$ cat config.mk
export PLATFORM = sky130hd
export DESIGN_NAME = flash_rd_mux
export DESIGN_NICKNAME = d
export VERILOG_FILES = /design/src/rtl/flash_rd_pkg.sv /design/src/rtl/flash_rd_lanes.sv /design/src/rtl/flash_rd_status.sv /design/src/rtl/flash_rd_query.sv /design/src/rtl/flash_rd_mux.sv
export SDC_FILE = /design/constraint.sdc
export NUM_CORES = 1
export LEC_CHECK = 0
export BUFFER_PORTS_ARGS = -buffer_cell sky130_fd_sc_hd__buf_4
export CAP_MARGIN = 40
export CORE_ASPECT_RATIO = 1.5
export CORE_MARGIN = 3
export CORE_UTILIZATION = 35
export CTS_CLUSTER_DIAMETER = 120
export DETAILED_ROUTE_END_ITERATION = 7
export PLACE_DENSITY = 0.63
export SLEW_MARGIN = 5
export SYNTH_ARGS = -nofsm -noshare
export SYNTH_HDL_FRONTEND = slang
export SYNTH_SLANG_ARGS = --single-unit
$ cat constraint.sdc
create_clock -name clk -period 8.4 [get_ports clk]
set_input_delay 1.68 -clock clk [delete_from_list [all_inputs] [get_ports clk]]
set_output_delay 1.68 -clock clk [all_outputs]
set_load 0.02 [all_outputs]
$ cat src/rtl/flash_rd_pkg.sv
package flash_rd_pkg;

    typedef enum logic [2:0] {
        ST_IDLE   = 3'd0,
        ST_ERPRE  = 3'd1,
        ST_IDENT  = 3'd2,
        ST_BUSY   = 3'd3,
        ST_QUERY  = 3'd4
    } cmd_state_e;

    typedef enum logic [1:0] {
        W_BYTE = 2'b00,
        W_HALF = 2'b01,
        W_WORD = 2'b10
    } rd_width_e;

    localparam int          QRY_LEN   = 82;
    localparam logic [7:0]  QRY_LIMIT = 8'h52;

    // Word offset for mode reads: low 8 address bits scaled by access width.
    function automatic logic [7:0] mode_offset(input logic [7:0] lo, input logic [1:0] w);
        logic [7:0] r;
        case (w)
            W_BYTE:  r = lo;
            W_HALF:  r = {1'b0, lo[7:1]};
            default: r = {2'b00, lo[7:2]};
        endcase
        return r;
    endfunction

    // Query table entry computed from geometry.
    function automatic logic [7:0] qry_entry(
        input logic [7:0]  idx,
        input logic [7:0]  size_log2,
        input logic [15:0] nsect_m1,
        input logic [15:0] sect_mid
    );
        logic [7:0] r;
        case (idx)
            8'h10: r = 8'h51;
            8'h11: r = 8'h52;
            8'h12: r = 8'h59;
            8'h13: r = 8'h02;
            8'h15: r = 8'h31;
            8'h1B: r = 8'h27;
            8'h1C: r = 8'h36;
            8'h1F: r = 8'h07;
            8'h21: r = 8'h09;
            8'h22: r = 8'h0C;
            8'h23: r = 8'h01;
            8'h25: r = 8'h0A;
            8'h26: r = 8'h0D;
            8'h27: r = size_log2;
            8'h28: r = 8'h02;
            8'h2C: r = 8'h01;
            8'h2D: r = nsect_m1[7:0];
            8'h2E: r = nsect_m1[15:8];
            8'h2F: r = sect_mid[7:0];
            8'h30: r = sect_mid[15:8];
            8'h31: r = 8'h50;
            8'h32: r = 8'h52;
            8'h33: r = 8'h49;
            8'h34: r = 8'h31;
            8'h35: r = 8'h30;
            default: r = 8'h00;
        endcase
        return r;
    endfunction

endpackage

$ cat src/rtl/flash_rd_lanes.sv
module flash_rd_lanes
    import flash_rd_pkg::*;
(
    input  logic [31:0] bytes_in,
    input  logic [1:0]  width,
    input  logic        big_endian,
    output logic [31:0] word_out
);
    logic [7:0] b [4];

    for (genvar k = 0; k < 4; k++) begin : g_split
        assign b[k] = bytes_in[8*k +: 8];
    end

    always_comb begin
        case (width)
            W_BYTE:  word_out = {24'h0, b[0]};
            W_HALF:  word_out = big_endian ? {16'h0, b[0], b[1]} : {16'h0, b[1], b[0]};
            default: word_out = big_endian ? {b[0], b[1], b[2], b[3]} : {b[3], b[2], b[1], b[0]};
        endcase
    end
endmodule

$ cat src/rtl/flash_rd_status.sv
module flash_rd_status (
    input  logic       clk,
    input  logic       rst,
    input  logic       hit,
    input  logic [7:0] base,
    output logic [7:0] stat_out
);
    logic tog_q;

    always_ff @(posedge clk) begin
        if (rst)      tog_q <= 1'b0;
        else if (hit) tog_q <= ~tog_q;
    end

    assign stat_out = base ^ {1'b0, tog_q, 6'b0};
endmodule

$ cat src/rtl/flash_rd_query.sv
module flash_rd_query
    import flash_rd_pkg::*;
#(
    parameter logic [7:0]  SIZE_LOG2 = 8'd16,
    parameter logic [15:0] NSECT_M1  = 16'd15,
    parameter logic [15:0] SECT_MID  = 16'h0010
) (
    input  logic [7:0] offset,
    output logic [7:0] entry
);
    logic [7:0] tbl [QRY_LEN];

    for (genvar i = 0; i < QRY_LEN; i++) begin : g_tbl
        assign tbl[i] = qry_entry(8'(i), SIZE_LOG2, NSECT_M1, SECT_MID);
    end

    assign entry = (offset < QRY_LIMIT) ? tbl[offset[6:0]] : 8'h00;
endmodule

$ cat src/rtl/flash_rd_mux.sv
module flash_rd_mux
    import flash_rd_pkg::*;
#(
    parameter int          SECT_BYTES = 4096,
    parameter int          NUM_SECT   = 16,
    parameter logic [15:0] IDENT0     = 16'h0001,
    parameter logic [15:0] IDENT1     = 16'h227E,
    parameter logic [15:0] IDENT2     = 16'h2210,
    parameter logic [15:0] IDENT3     = 16'h2201,
    localparam int         ADDR_W     = $clog2(SECT_BYTES * NUM_SECT)
) (
    input  logic              clk,
    input  logic              rst,
    input  logic              rd_en,
    input  logic [ADDR_W-1:0] rd_addr,
    input  logic [1:0]        rd_width,
    input  logic [2:0]        cmd_state,
    input  logic              big_endian,
    input  logic [7:0]        stat_base,
    output logic [ADDR_W-1:0] arr_addr,
    input  logic [31:0]       arr_bytes,
    output logic [31:0]       rd_data,
    output logic              rd_valid
);
    localparam logic [31:0] SECT_VEC   = 32'(SECT_BYTES);
    localparam logic [7:0]  SIZE_LOG2  = 8'(ADDR_W);
    localparam logic [15:0] NSECT_M1   = 16'(NUM_SECT - 1);
    localparam logic [15:0] SECT_MID   = SECT_VEC[23:8];

    logic [7:0]  offset;
    logic [31:0] arr_word;
    logic [7:0]  stat_byte;
    logic [7:0]  qry_byte;
    logic        stat_hit;
    logic [31:0] next_data;
    cmd_state_e  st;

    assign st       = cmd_state_e'(cmd_state);
    assign arr_addr = rd_addr;
    assign offset   = mode_offset(rd_addr[7:0], rd_width);
    assign stat_hit = rd_en && (st == ST_BUSY);

    flash_rd_lanes u_lanes (
        .bytes_in   (arr_bytes),
        .width      (rd_width),
        .big_endian (big_endian),
        .word_out   (arr_word)
    );

    flash_rd_status u_stat (
        .clk      (clk),
        .rst      (rst),
        .hit      (stat_hit),
        .base     (stat_base),
        .stat_out (stat_byte)
    );

    flash_rd_query #(
        .SIZE_LOG2 (SIZE_LOG2),
        .NSECT_M1  (NSECT_M1),
        .SECT_MID  (SECT_MID)
    ) u_qry (
        .offset (offset),
        .entry  (qry_byte)
    );

    always_comb begin
        next_data = arr_word;
        case (st)
            ST_IDENT: begin
                case (offset)
                    8'h00: next_data = {16'h0, IDENT0};
                    8'h01: next_data = {16'h0, IDENT1};
                    8'h02: next_data = 32'h0;
                    8'h0E: if (IDENT2[7:0] != 8'hFF) next_data = {16'h0, IDENT2};
                    8'h0F: if (IDENT3[7:0] != 8'hFF) next_data = {16'h0, IDENT3};
                    default: next_data = arr_word;
                endcase
            end
            ST_BUSY:  next_data = {24'h0, stat_byte};
            ST_QUERY: next_data = {24'h0, qry_byte};
            default:  next_data = arr_word;
        endcase
    end

    always_ff @(posedge clk) begin
        if (rst) begin
            rd_data  <= 32'h0;
            rd_valid <= 1'b0;
        end else begin
            rd_valid <= rd_en;
            if (rd_en) rd_data <= next_data;
        end
    end
endmodule

# After elaboration in Yosys (flattened, before gate mapping)
# Memory sizes are Yosys's and may differ from the RTL's.
# Cells that the tools add are included.
word_totals:
  register_bits: 34
  word_cells: 29
  mem_bits_ro: 1024
  mem_count: 1
  inputBits: 65
memory_table:
  columns: ["name", "depth", "width", "read_ports", "rd_ports_with_merged_regs", "write_ports", "line_no", "rtl"]
  rows:
  - ["(no name shown)", 128, 8, 1, 0, 0, "flash_rd_query.sv:17", "assign entry = (offset < QRY_LIMIT) ? tbl[offset[6:0]] : 8'h00;"]
op_classes:
  order_cmp: 2
  n_eq_ne: 8
  mux: 9
  bitwise: 3
  reduce_logical: 3
ops:
  columns: ["op", "n"]
  rows:
  - ["$pmux W32 S5", 1]
  - ["$pmux W32 S3", 1]
  - ["$pmux W32 S2", 1]
  - ["$mux W32", 1]
  - ["$mux W8", 3]
  - ["$eq A8 B4 Y1 const B", 2]
  - ["$mux W16", 1]
  - ["$pmux W8 S2", 1]
  - ["$eq A8 B1 Y1 const B", 1]
  - ["$eq A8 B2 Y1 const B", 1]
  - ["$ge A8 B8 Y1 const B", 1]
  - ["$logic_not A8 Y1", 1]
  - ["$lt A8 B7 Y1 const B", 1]
  - ["$not A7 Y8", 1]
  - ["$xor A8 B7 Y8", 1]
  - ["$eq A3 B2 Y1 const B", 2]
  - ["$eq A3 B3 Y1 const B", 1]
  - ["$eq A2 B1 Y1 const B", 1]
  - ["$logic_not A2 Y1", 1]
  - ["$logic_and A1 B1 Y1", 1]
  - ["$not A1 Y1", 1]

# Longest topological paths before layout
# Gate-level depths: netlist (run 1).
logic_depth:
  ltp_word: 8
  mapped_depth: 15
  mapped_depth_nobuf: 10

# Cells and area by module
# From an unflattened synthesis (run 1), not the netlist that was laid out.
hier_totals:
  hier_cells: 392
  hier_area_um2: 3264.4
by_module_without_submodules:
  columns: ["mod", "n_inst", "area_each_um2", "seq_area_each_um2", "cells_each"]
  rows:
  - ["flash_rd_mux", 1, 2028.2, 660.6, 236]
  - ["flash_rd_lanes", 1, 724.4, 0.0, 83]
  - ["flash_rd_query", 1, 417.9, 0.0, 62]
  - ["flash_rd_status", 1, 93.8, 20.0, 11]

# Worst setup path after synthesis (run 1)
# OpenSTA, ideal clock, no wires.
synth_path:
  path_kind: "input port to flip-flop"
  from: "in rd_width[1]"
  to: "reg rd_data[9]"
  arrival_ns: 4.155
  setup_slack_ns: 4.128
  path_buffers: 5
  cell_stages: 13
  cell_sequence: "buf_2 > buf_1 > buf_2 > nand2_1 > o21ai_1 > ha_1 > clkbuf_1 > mux2i_1 > o21ai_1 > a21oi_2 > buf_6 > or3_1 > a32o_1"
synth_between:
  elab_chain_cells: 5
  elab_cells_between_ends: 11
  cone_classes: "5 x eq/ne; 4 x mux; 2 x reduce/logical"
synth_lines:
  columns: ["item", "line_no", "rtl"]
  rows:
  - ["from (decl)", "flash_rd_mux.sv:16", "input logic [1:0] rd_width,"]
  - ["$eq A2 B1 Y1 or $logic_not A2 Y1 (tied branches)", "flash_rd_pkg.sv:23, flash_rd_lanes.sv:16", null]
  - ["$pmux W8 S2", "flash_rd_pkg.sv:23", "case (w)"]
  - ["$eq A8 B4 Y1 (tied with other cells)", "flash_rd_mux.sv:71", "case (offset)"]
  - ["$pmux W32 S5", "flash_rd_mux.sv:71", null]
  - ["$pmux W32 S3 (*)", "flash_rd_mux.sv:69", "case (st)"]
  - ["to (signal assigned)", "flash_rd_mux.sv:92", "if (rd_en) rd_data <= next_data;"]
  - ["to (decl)", "flash_rd_mux.sv:22", "output logic [31:0] rd_data,"]
# Mark *: on every way between the ends. The rest lies on a longest branch, timed or not.
# A chain may end at the register's enable or synchronous reset.

# Final worst setup path (run 1)
layout_path:
  from: "in rd_width[0]"
  to: "reg rd_data[28]"
# Same word-level chain as after synthesis.

==> results of run 1 <==
## cell usage after synthesis (2+ instances only)
| library cell | instances | share of area |
|---|---|---|
| nand2_1 | 43 | 0.057 |
| o21ai_0 | 38 | 0.067 |
| dfxtp_1 | 34 | 0.24 |
| mux2i_1 | 33 | 0.12 |
| nor2_1 | 27 | 0.036 |
| a21oi_1 | 23 | 0.041 |
| a22o_1 | 16 | 0.050 |
| buf_4 | 16 | 0.043 |
| clkbuf_1 | 16 | 0.021 |
| a32o_1 | 9 | 0.032 |
| inv_1 | 8 | 0.011 |
| nand3_1 | 8 | 0.014 |
| buf_2 | 7 | 0.012 |
| nor2b_1 | 7 | 0.016 |
| ha_1 | 6 | 0.027 |
| a311oi_1 | 5 | 0.016 |
| nand2b_1 | 5 | 0.011 |
| a22oi_1 | 4 | 0.011 |
| and2_1 | 4 | 0.0089 |
| mux2_2 | 4 | 0.016 |
| o211ai_1 | 4 | 0.011 |
| o21ai_1 | 4 | 0.0071 |
| o22ai_1 | 4 | 0.0089 |
| a211oi_1 | 3 | 0.0080 |
| nor3_1 | 3 | 0.0053 |
| xor2_1 | 3 | 0.0093 |
| a221o_1 | 2 | 0.0071 |
| a221oi_1 | 2 | 0.0062 |
| buf_6 | 2 | 0.0080 |
| nor3b_1 | 2 | 0.0053 |
| nor4_1 | 2 | 0.0044 |
| o31a_1 | 2 | 0.0062 |
## worst min-delay path, stage by stage (launching register included)
cell	delay, ns
dfxtp_1	0.32
nand2_1	0.04
o21ai_0	0.05
## metal layers
layer / wire length [um] / vias to the layer above / global-route usage
met3: 699 / 15 / 0.0451
met1: 3440 / 1381 / 0.212
li1: - / 1459 / -
met4: 225 / 0 / 0.0803
met2: 4860 / 133 / 0.380
met5: 0 / - / 0
## metrics by stage
step | setup WS (ns) | utilization | area [um2] | cells | hold slack, ns
2_1_floorplan | 4.13 | - | 2820 | 366 | 0.498
3_3_place_gp | 3.97 | 0.447 | 3440 | 524 | 0.440
3_5_place_dp | 3.78 | 0.447 | 3450 | 525 | 0.445
4_1_cts | 4.09 | 0.469 | 3620 | 533 | 0.458
5_1_grt | 3.79 | 0.469 | 3620 | 533 | 0.479
6_report | 4.03 | 0.469 | 3620 | 533 | 0.455
## power by group
part | internal, mW | switching (mW)
Clock | 0.134 | 0.0703
Sequential | 0.170 | 0.00500
Combinational | 0.0687 | 0.0915
Total | 0.373 | 0.167
## kinds of logic after synthesis
group,after synthesis,synth area share
AOI/OAI and AO/OA,129,0.319
adders and majority gates,6,0.0266
muxes,38,0.138
xor gates and xnor gates,3,0.00931
and+or+nand+nor,106,0.170
DFF,34,0.241
buffers and inverters,50,0.0962
## placed cells by master (no fill, tap or decap), types with 6 or more instances in the layout
master and n:
a32o_1 9, buf_4 98, a21oi_1 23, a22o_1 16
nand2_1 43, ha_1 6, nand3_1 8, dfxtp_1 34
nor2b_1 7, inv_1 8, o21ai_0 38, mux2i_1 33
nor2_1 27
## layout make-up
type                            instances  area [um2]
Sequential cell                        34         681
Multi-Input combinational cell        282        1870
Timing Repair Buffer                   99         741
Inverter                                8        30.0
Tap cell                              102         128
Fill cell                             825        4090
Clock buffer                            8         166
## sequential cells by signal, summed over array words and instances, names as in the netlist
signal / cells
rd_valid: 1
u_stat.tog_q: 1
rd_data: 32
## worst min-delay path by stage
stage                               to  slack (ns)  cells past startpoint
final                      rd_data[17]        0.46                      2
after global routing       rd_data[17]        0.48                      2
after CTS                  rd_data[17]        0.46                      2
after detailed placement   rd_data[17]        0.45                      2
after global placement     rd_data[20]        0.44                      2
after floorplan           u_stat.tog_q        0.50                      2
==> impl_results.md, run 1 <==
* Max cap viols at 0
* Die area at 9200 um2
* Final setup viols at 0
* Cell family with most CP delay: compound AO/OA/AOI/OAI gates
* Max-slew headroom at 0.408
* Synthesis-to-layout area growth at 28.1%
* Std-Cell Rows at 39
* H-tree level count at 2
* WL per Instance at 17.3 um
* PD cells at 149 nW/um2
* Worst-Skew Late Latency at 0.28 ns
* Worst path cell trace: buf_4 > mux2i_1 > o21ai_0 > inv_1 > ha_1 > mux2_2 > a21oi_1 > o21ai_1 > a21oi_2 > o211ai_2 > o21ai_0
* Data required time at the worst endpoint at 8.60 ns
* Distinct cell type count after synthesis at 52
* Drt via density at 5.61
* Register-to-Register Path Depth at 3
* Hold path start: rd_data[17]
* Maximum resistive drop on vdd at 0.133 mV
* Final Cycle Share at 0.520
* Remaining antenna violation count after routing at 0
* Outcome: completed
* Hold buffers post-CTS at 0
* GPL Wtd Cong at 0.891
* Max FO, Critical Path at 19
* Drt drc at 0
* Kind of critical path: primary input to flip-flop
* Post-route minimum period at 4.37 ns
* WP buf/inv at 2
* Root Driver: clkbuf_16
* Total grt overflow at 0
* Gr usage total at 0.201
* Setup bufs post-CTS at 0
* Post-synth top flop: dfxtp_1
* Final Power at 540 uW
* Slew @ Worst Pin at 0.879 ns
* Core ar. at 7710 um2
* Final hold viol count at 0
* Crit path arrival time at 4.57 ns
* Area of the mapped netlist at 2820 um2
* RSZ-0062 raised after global routing: false
* First-pass GRT wire length at 14500 um
* CP max stage cell: o21ai_0
* Worst Setup EP: rd_data[28]
* Post-CTS Resized at 0
* Fmax at 0.229 GHz
* Dpl hpwl at 7180 um
* Hold Crit Class: flip-flop to flip-flop
* Number of synthesized flops with an enable pin at 0
* CP Capture Type: flip-flop
* Ys Warns at 0
* TritonRoute pass-1 iters at 5
* Clock sinks at 34
* Worst r2r src: rd_data[0]
* Die W at 79.3 um
* Number of port buffers at 97
* Cell mode on critical path: o21ai_0
* Largest net degree at the start of global routing at 49
* Leakage power at 1.56 nW
* Vias in the first global route at 2901
* Syn avg cell area at 7.71 um2
* Cells after synthesis at 366
* R2r endpoint: rd_data[0]
* Final net count at 501
* Longest Clk Path Bufs at 2
* R2R Setup Slk at 7.33 ns
* Top-Level Pins at 114
* Asr flop ratio synth at 0
* Fin Setup TNS at 0 ns
* Detailed-route via count at 2988
* Initial core utilization at 0.366
* Worst setup SP type: primary input
* Total CTS buffers at 5
* Share of cells above drive strength 1 at 0.269
* Final WL at 9230 um
* Slew Limit Fails at 0
* Post-synth net total at 437
* ANT cells at 0
* Skew final at 0.0000168 ns
* Die Span Y at 116 um
* Worst-path clk slew at 0.05 ns
* 1st-iter DRT viols at 177
* Initial antenna violation count at 0
* Worst Setup SP: rd_width[0]
* Yosys reg bits at 34
* Seq/Total Area, Yosys at 0.241
* WP depth at 11
* Delay of the slowest critical-path stage at 0.46 ns
* CTS tree: built
No activity file was read; power rests on OpenSTA's default activity.
==> run 2: changes to the inputs <==
clock period = 4.6 ns   (was 8.4 ns; I/O delays follow)
==> run 2 against run 1 <==
Against the previous run:
- sequential share of layout area increased by 0.098 points
- sequential power grew 83%
- critical path depth fell by 1
- worst setup slack got worse by 3.0 ns
- clock skew is 0.0034 ns higher
- combinational power increased by 82%
- core utilization decreased by 0.24 points
- hold slack about the same
- sequential cell count stayed put
- critical endpoint is now rd_data[31]
- largest cell class unchanged
==> impl_results.md, run 2 (synthesized netlist as in run 1, its figures left out) <==
* Outcome: completed
* Core ar. at 7710 um2
* ANT cells at 0
* Most frequent cells in the layout: buf_4 (98), nand2_1 (43), o21ai_0 (38), dfxtp_1 (34), mux2i_1 (33)
* Slew @ Worst Pin at 0.853 ns
* CP max stage cell: o21ai_0
* Max cap viols at 0
* Worst path cell trace: buf_4 > o21ai_0 > inv_1 > ha_1 > mux2_2 > a21oi_1 > o21ai_1 > a21oi_2 > o211ai_2 > o21ai_0
* Final setup viols at 0
* Total grt overflow at 0
* Longest Clk Path Bufs at 2
* Biggest regs: rd_data x32, rd_valid x1, u_stat.tog_q x1
* Clock sinks at 34
* Delay of the slowest critical-path stage at 0.52 ns
* Leakage power at 1.55 nW
* Fin Setup TNS at 0 ns
* Max-slew headroom at 0.426
* Crit path arrival time at 3.75 ns
* Final net count at 501
* Placed instance count at 525
* WP buf/inv at 2
* Design Area, Final at 3600 um2
* TritonRoute pass-1 iters at 5
* Die area at 9200 um2
* Skew final at 0.00345 ns
* Final WL at 9230 um
* Worst-Skew Late Latency at 0.28 ns
* PD cells at 264 nW/um2
* Synthesis-to-layout area growth at 27.4%
* Max FO, Critical Path at 48
* Largest register FFs at 32
* Remaining antenna violation count after routing at 0
* Worst-path clk slew at 0.05 ns
* Setup bufs post-CTS at 0
* CP Capture Type: flip-flop
* Dpl hpwl at 7210 um
* Initial core utilization at 0.366
* Cell family with most CP delay: compound AO/OA/AOI/OAI gates
* Share of cells above drive strength 1 at 0.267
* Reg with most FFs: rd_data
* Detailed-route via count at 2968
* Gr usage total at 0.198
* Final hold viol count at 0
* Die Span Y at 116 um
* Placed inst area at 3450 um2
* RSZ-0062 raised after global routing: false
* Die W at 79.3 um
* Drt drc at 0
* Kind of critical path: primary input to flip-flop
* Std-Cell Rows at 39
* Post-CTS Resized at 0
* Post-route minimum period at 3.56 ns
* Fmax at 0.281 GHz
* Number of port buffers at 97
* Most common cell after layout, fill and taps aside: buf_4
* Hold buffers post-CTS at 0
* GPL Wtd Cong at 0.890
* Slew Limit Fails at 0
* Hold Crit Class: flip-flop to flip-flop
* First-pass GRT wire length at 14300 um
* Largest net degree at the start of global routing at 49
* Vias in the first global route at 2844
* Root Driver: clkbuf_16
* Data required time at the worst endpoint at 4.79 ns
* Final Power at 950 uW
* Top-Level Pins at 114
* Cell mode on critical path: o21ai_0
* WHS at 0.456 ns
* Maximum resistive drop on vdd at 0.192 mV
* 1st-iter DRT viols at 135
* Drt via density at 5.57
* Final Cycle Share at 0.774
* H-tree level count at 2
* Total CTS buffers at 5
* Initial antenna violation count at 0
* CTS tree: built
* Final Non-Filler Cells at 533
* Worst setup SP type: primary input
* WL per Instance at 17.3 um
[run 2: cell count changes in the layout (fill, tap and decap cells not counted), sizes merged]
| cell | before | now |
|---|---|---|
| clkbuf | 8 | 7 |
| clkinv | 0 | 1 |
[run 2: metal layers]
| layer | up-vias | part of all wire | global-route usage |
|---|---|---|---|
| met5 | - | 0 | 0 |
| met4 | 0 | 0.028 | 0.0803 |
| met3 | 19 | 0.063 | 0.0358 |
| met2 | 107 | 0.52 | 0.375 |
| met1 | 1379 | 0.38 | 0.215 |
| li1 | 1463 | - | - |
[run 2: final timing paths]
path / startpoint / to / slack (ns) / cells past startpoint
worst max-delay path: rd_width[1] / rd_data[31] / 1.04 / 10
worst max register to register: rd_data[0] / rd_data[0] / 3.52 / 3
worst min register to register: rd_data[17] / rd_data[17] / 0.46 / 2
worst min-delay path: rd_data[17] / rd_data[17] / 0.46 / 2
[run 2: layout make-up]
cell class / instances / area (um2)
sequential: 34 / 681
clock buffer: 7 / 143
timing repair buffer: 99 / 741
inverter: 8 / 30.0
tap: 102 / 128
fill: 831 / 4110
clock inverter: 1 / 5.00
multi-input combinational: 282 / 1870
[run 2: stage by stage]
step / setup slack, ns / util
global placement: 0.931 / 0.447
CTS: 1.03 / 0.467
detailed placement: 0.726 / 0.447
finish: 1.04 / 0.467
floorplan: 1.09 / -
global route: 0.718 / 0.467
[run 2: where the power goes]
group	internal (mW)	switching (mW)	total [mW]
clock	0.215	0.123	0.338
sequential	0.311	0.00935	0.320
combinational	0.125	0.167	0.292
[run 2: tightest hold or removal path: cells and delay by family (launching register included)]
kind	cells	cell delay, ns
AO/OA/AOI/OAI	1	0.05
flip-flops	1	0.32
AND/OR/NAND/NOR	1	0.04
==> run 3: changes to the inputs <==
ABC_AREA = 1   (was not set)
PLACE_DENSITY = 0.65   (was 0.63)
clock period = 3.1 ns   (was 4.6 ns; I/O delays follow)
==> run 3 against run 2 <==
Against the previous run:
- largest cell class unchanged
- register-to-register slack lost 1.3 ns
- final cell count is 26% higher
- synthesized area up 5.6%
- via count increased by 14%
==> impl_results.md, run 3 <==
* Leakage power at 1.95 nW
* Crit path arrival time at 2.78 ns
* Worst Setup SP: rd_width[1]
* Final WS setup at 0.520 ns
* WL per Instance at 14.8 um
* Gr usage total at 0.211
* Final hold viol count at 0
* Yosys top cell area share at 0.228
* Worst-path clk slew at 0.05 ns
* Post-CTS Resized at 0
* Area of the mapped netlist at 2980 um2
* Share of cells above drive strength 1 at 0.257
* Most frequent cells in the layout: nand2_1 (162), buf_4 (104), nor2_1 (53), inv_1 (46), o21ai_0 (46)
* Kind of critical path: primary input to flip-flop
* Remaining antenna violation count after routing at 0
* Slew @ Worst Pin at 0.650 ns
* PD cells at 372 nW/um2
* Skew final at 0.0000286 ns
* Largest register FFs at 32
* Fmax at 0.388 GHz
* Std-Cell Rows at 40
* Design Area, Final at 3780 um2
* Placed inst area at 3650 um2
* Post-route minimum period at 2.58 ns
* Synthesis-to-layout area growth at 27.0%
* Final WL at 9940 um
* Fin Setup TNS at 0 ns
* Largest net degree at the start of global routing at 38
* Drt via density at 5.03
* Total CTS buffers at 5
* Pre-CTS setup slack at 0.228 ns
* Reg with most FFs: rd_data
* Clock sinks at 34
* Detailed-route via count at 3387
* Outcome: completed
* Multi-input logic area at 1870 um2
* Core ar. at 8160 um2
* Initial antenna violation count at 0
* CTS tree: built
* Filler cell count at 883
* Ys Warns at 0
* Root Driver: clkbuf_16
* Worst setup SP type: primary input
* Longest Clk Path Bufs at 2
* 1st-iter DRT viols at 294
* Die area at 9680 um2
* Dpl hpwl at 8020 um
* Asr flop ratio synth at 0
* Total grt overflow at 0
* Post-synth top flop: dfxtp_1
* Max-slew headroom at 0.565
* TritonRoute pass-1 iters at 5
* Drt drc at 0
* RSZ-0062 raised after global routing: false
* Final Cycle Share at 0.832
* Final net count at 640
* GPL Wtd Cong at 0.960
* Number of port buffers at 97
* Seq. cell area at 681 um2
* Number of synthesized flops with an enable pin at 0
* Post-synth net total at 565
* Syn avg cell area at 6.03 um2
* Data required time at the worst endpoint at 3.30 ns
* Setup bufs post-CTS at 0
* Hold buffers post-CTS at 0
* Post-synth top area cell: dfxtp_1
* Distinct cell type count after synthesis at 35
* Top-Level Pins at 114
* Worst r2r src: u_stat.tog_q
* Die Span Y at 119 um
* Slew Limit Fails at 0
* H-tree level count at 2
* Initial core utilization at 0.365
* Cells after synthesis at 494
* First-pass GRT wire length at 16000 um
* Most common cell after layout, fill and taps aside: nand2_1
* Hold Crit Class: flip-flop to flip-flop
* Vias in the first global route at 3367
* Final Power at 1.41 mW
* Hold path start: rd_data[10]
* Count leader, synth: nand2_1
* Worst-Skew Late Latency at 0.28 ns
* Post-synth top cells: nand2_1 (162), nor2_1 (53), inv_1 (46), o21ai_0 (46), dfxtp_1 (34)
* Die W at 81.3 um
* Maximum resistive drop on vdd at 0.277 mV
* Seq/Total Area, Yosys at 0.228
* ANT cells at 0
* CP Capture Type: flip-flop
* Biggest regs: rd_data x32, rd_valid x1, u_stat.tog_q x1
* Yosys reg bits at 34
* Max cap viols at 0
* Max FO, Critical Path at 21
* Final setup viols at 0
* WHS at 0.449 ns
* Synth area leaders: dfxtp_1 (23%), nand2_1 (20%), o21ai_0 (7.7%)
run 3: changes by cell type after synthesis, sizes merged, moves of 5 or more:
cell | previous run | this run
nand2b | 5 | 0
o21ai | 42 | 56
nor2 | 27 | 59
nor2b | 7 | 0
a32o | 9 | 0
mux2 | 5 | 0
a22o | 16 | 0
mux2i | 33 | 0
inv | 8 | 50
nand3 | 8 | 40
a311oi | 5 | 0
nand2 | 43 | 167
run 3: path summary, 6_finish.rpt:
path              slack [ns]          end  cells past startpoint
setup / recovery        0.52  rd_data[24]                     14
hold / removal          0.45  rd_data[10]                      2
setup reg to reg        2.18   rd_data[6]                      3
hold reg to reg         0.45  rd_data[10]                      2
run 3: metrics by stage:
step | util | std cells
after floorplan | - | 494
after global placement | 0.447 | 667
after detailed placement | 0.447 | 667
after CTS | 0.464 | 673
after global routing | 0.464 | 673
final | 0.464 | 673
run 3: worst max-delay path, cell delays in order:
cell,delay [ns]
buf_4,0.23
inv_2,0.15
nand2_2,0.16
nor2_1,0.05
nor2_1,0.14
inv_1,0.11
ha_1,0.26
nand3_1,0.15
nor2_2,0.08
nor2_4,0.13
nand4_4,0.12
nand2_4,0.22
nand2_4,0.17
o21ai_0,0.18
run 3: cells by family after synthesis:
logic type                 synth area share
AOI/OAI and AO/OA                     0.196
xor gates and xnor gates            0.00294
adders and majority gates            0.0252
buffers and inverters                 0.146
DFF                                   0.228
and+or+nand+nor                       0.401
run 3: per-layer routing:
layer,vias up,part of all wire,global-route usage
met2,128,0.51,0.378
met5,-,0,0
li1,1716,-,-
met4,0,0.039,0.105
met1,1519,0.39,0.235
met3,24,0.067,0.0295
run 3: area by class of cell:
class / instances / share of cell area
multi-input combinational: 374 / 0.493
timing repair buffer: 104 / 0.206
sequential: 34 / 0.180
inverter: 50 / 0.0496
clock buffer: 6 / 0.0367
tap: 105 / 0.0347
run 3: where the power goes:
| part | internal [mW] | switching (mW) |
|---|---|---|
| Sequential | 0.462 | 0.0146 |
| Combinational | 0.176 | 0.282 |
| Clock | 0.309 | 0.165 |
| Total | 0.948 | 0.461 |
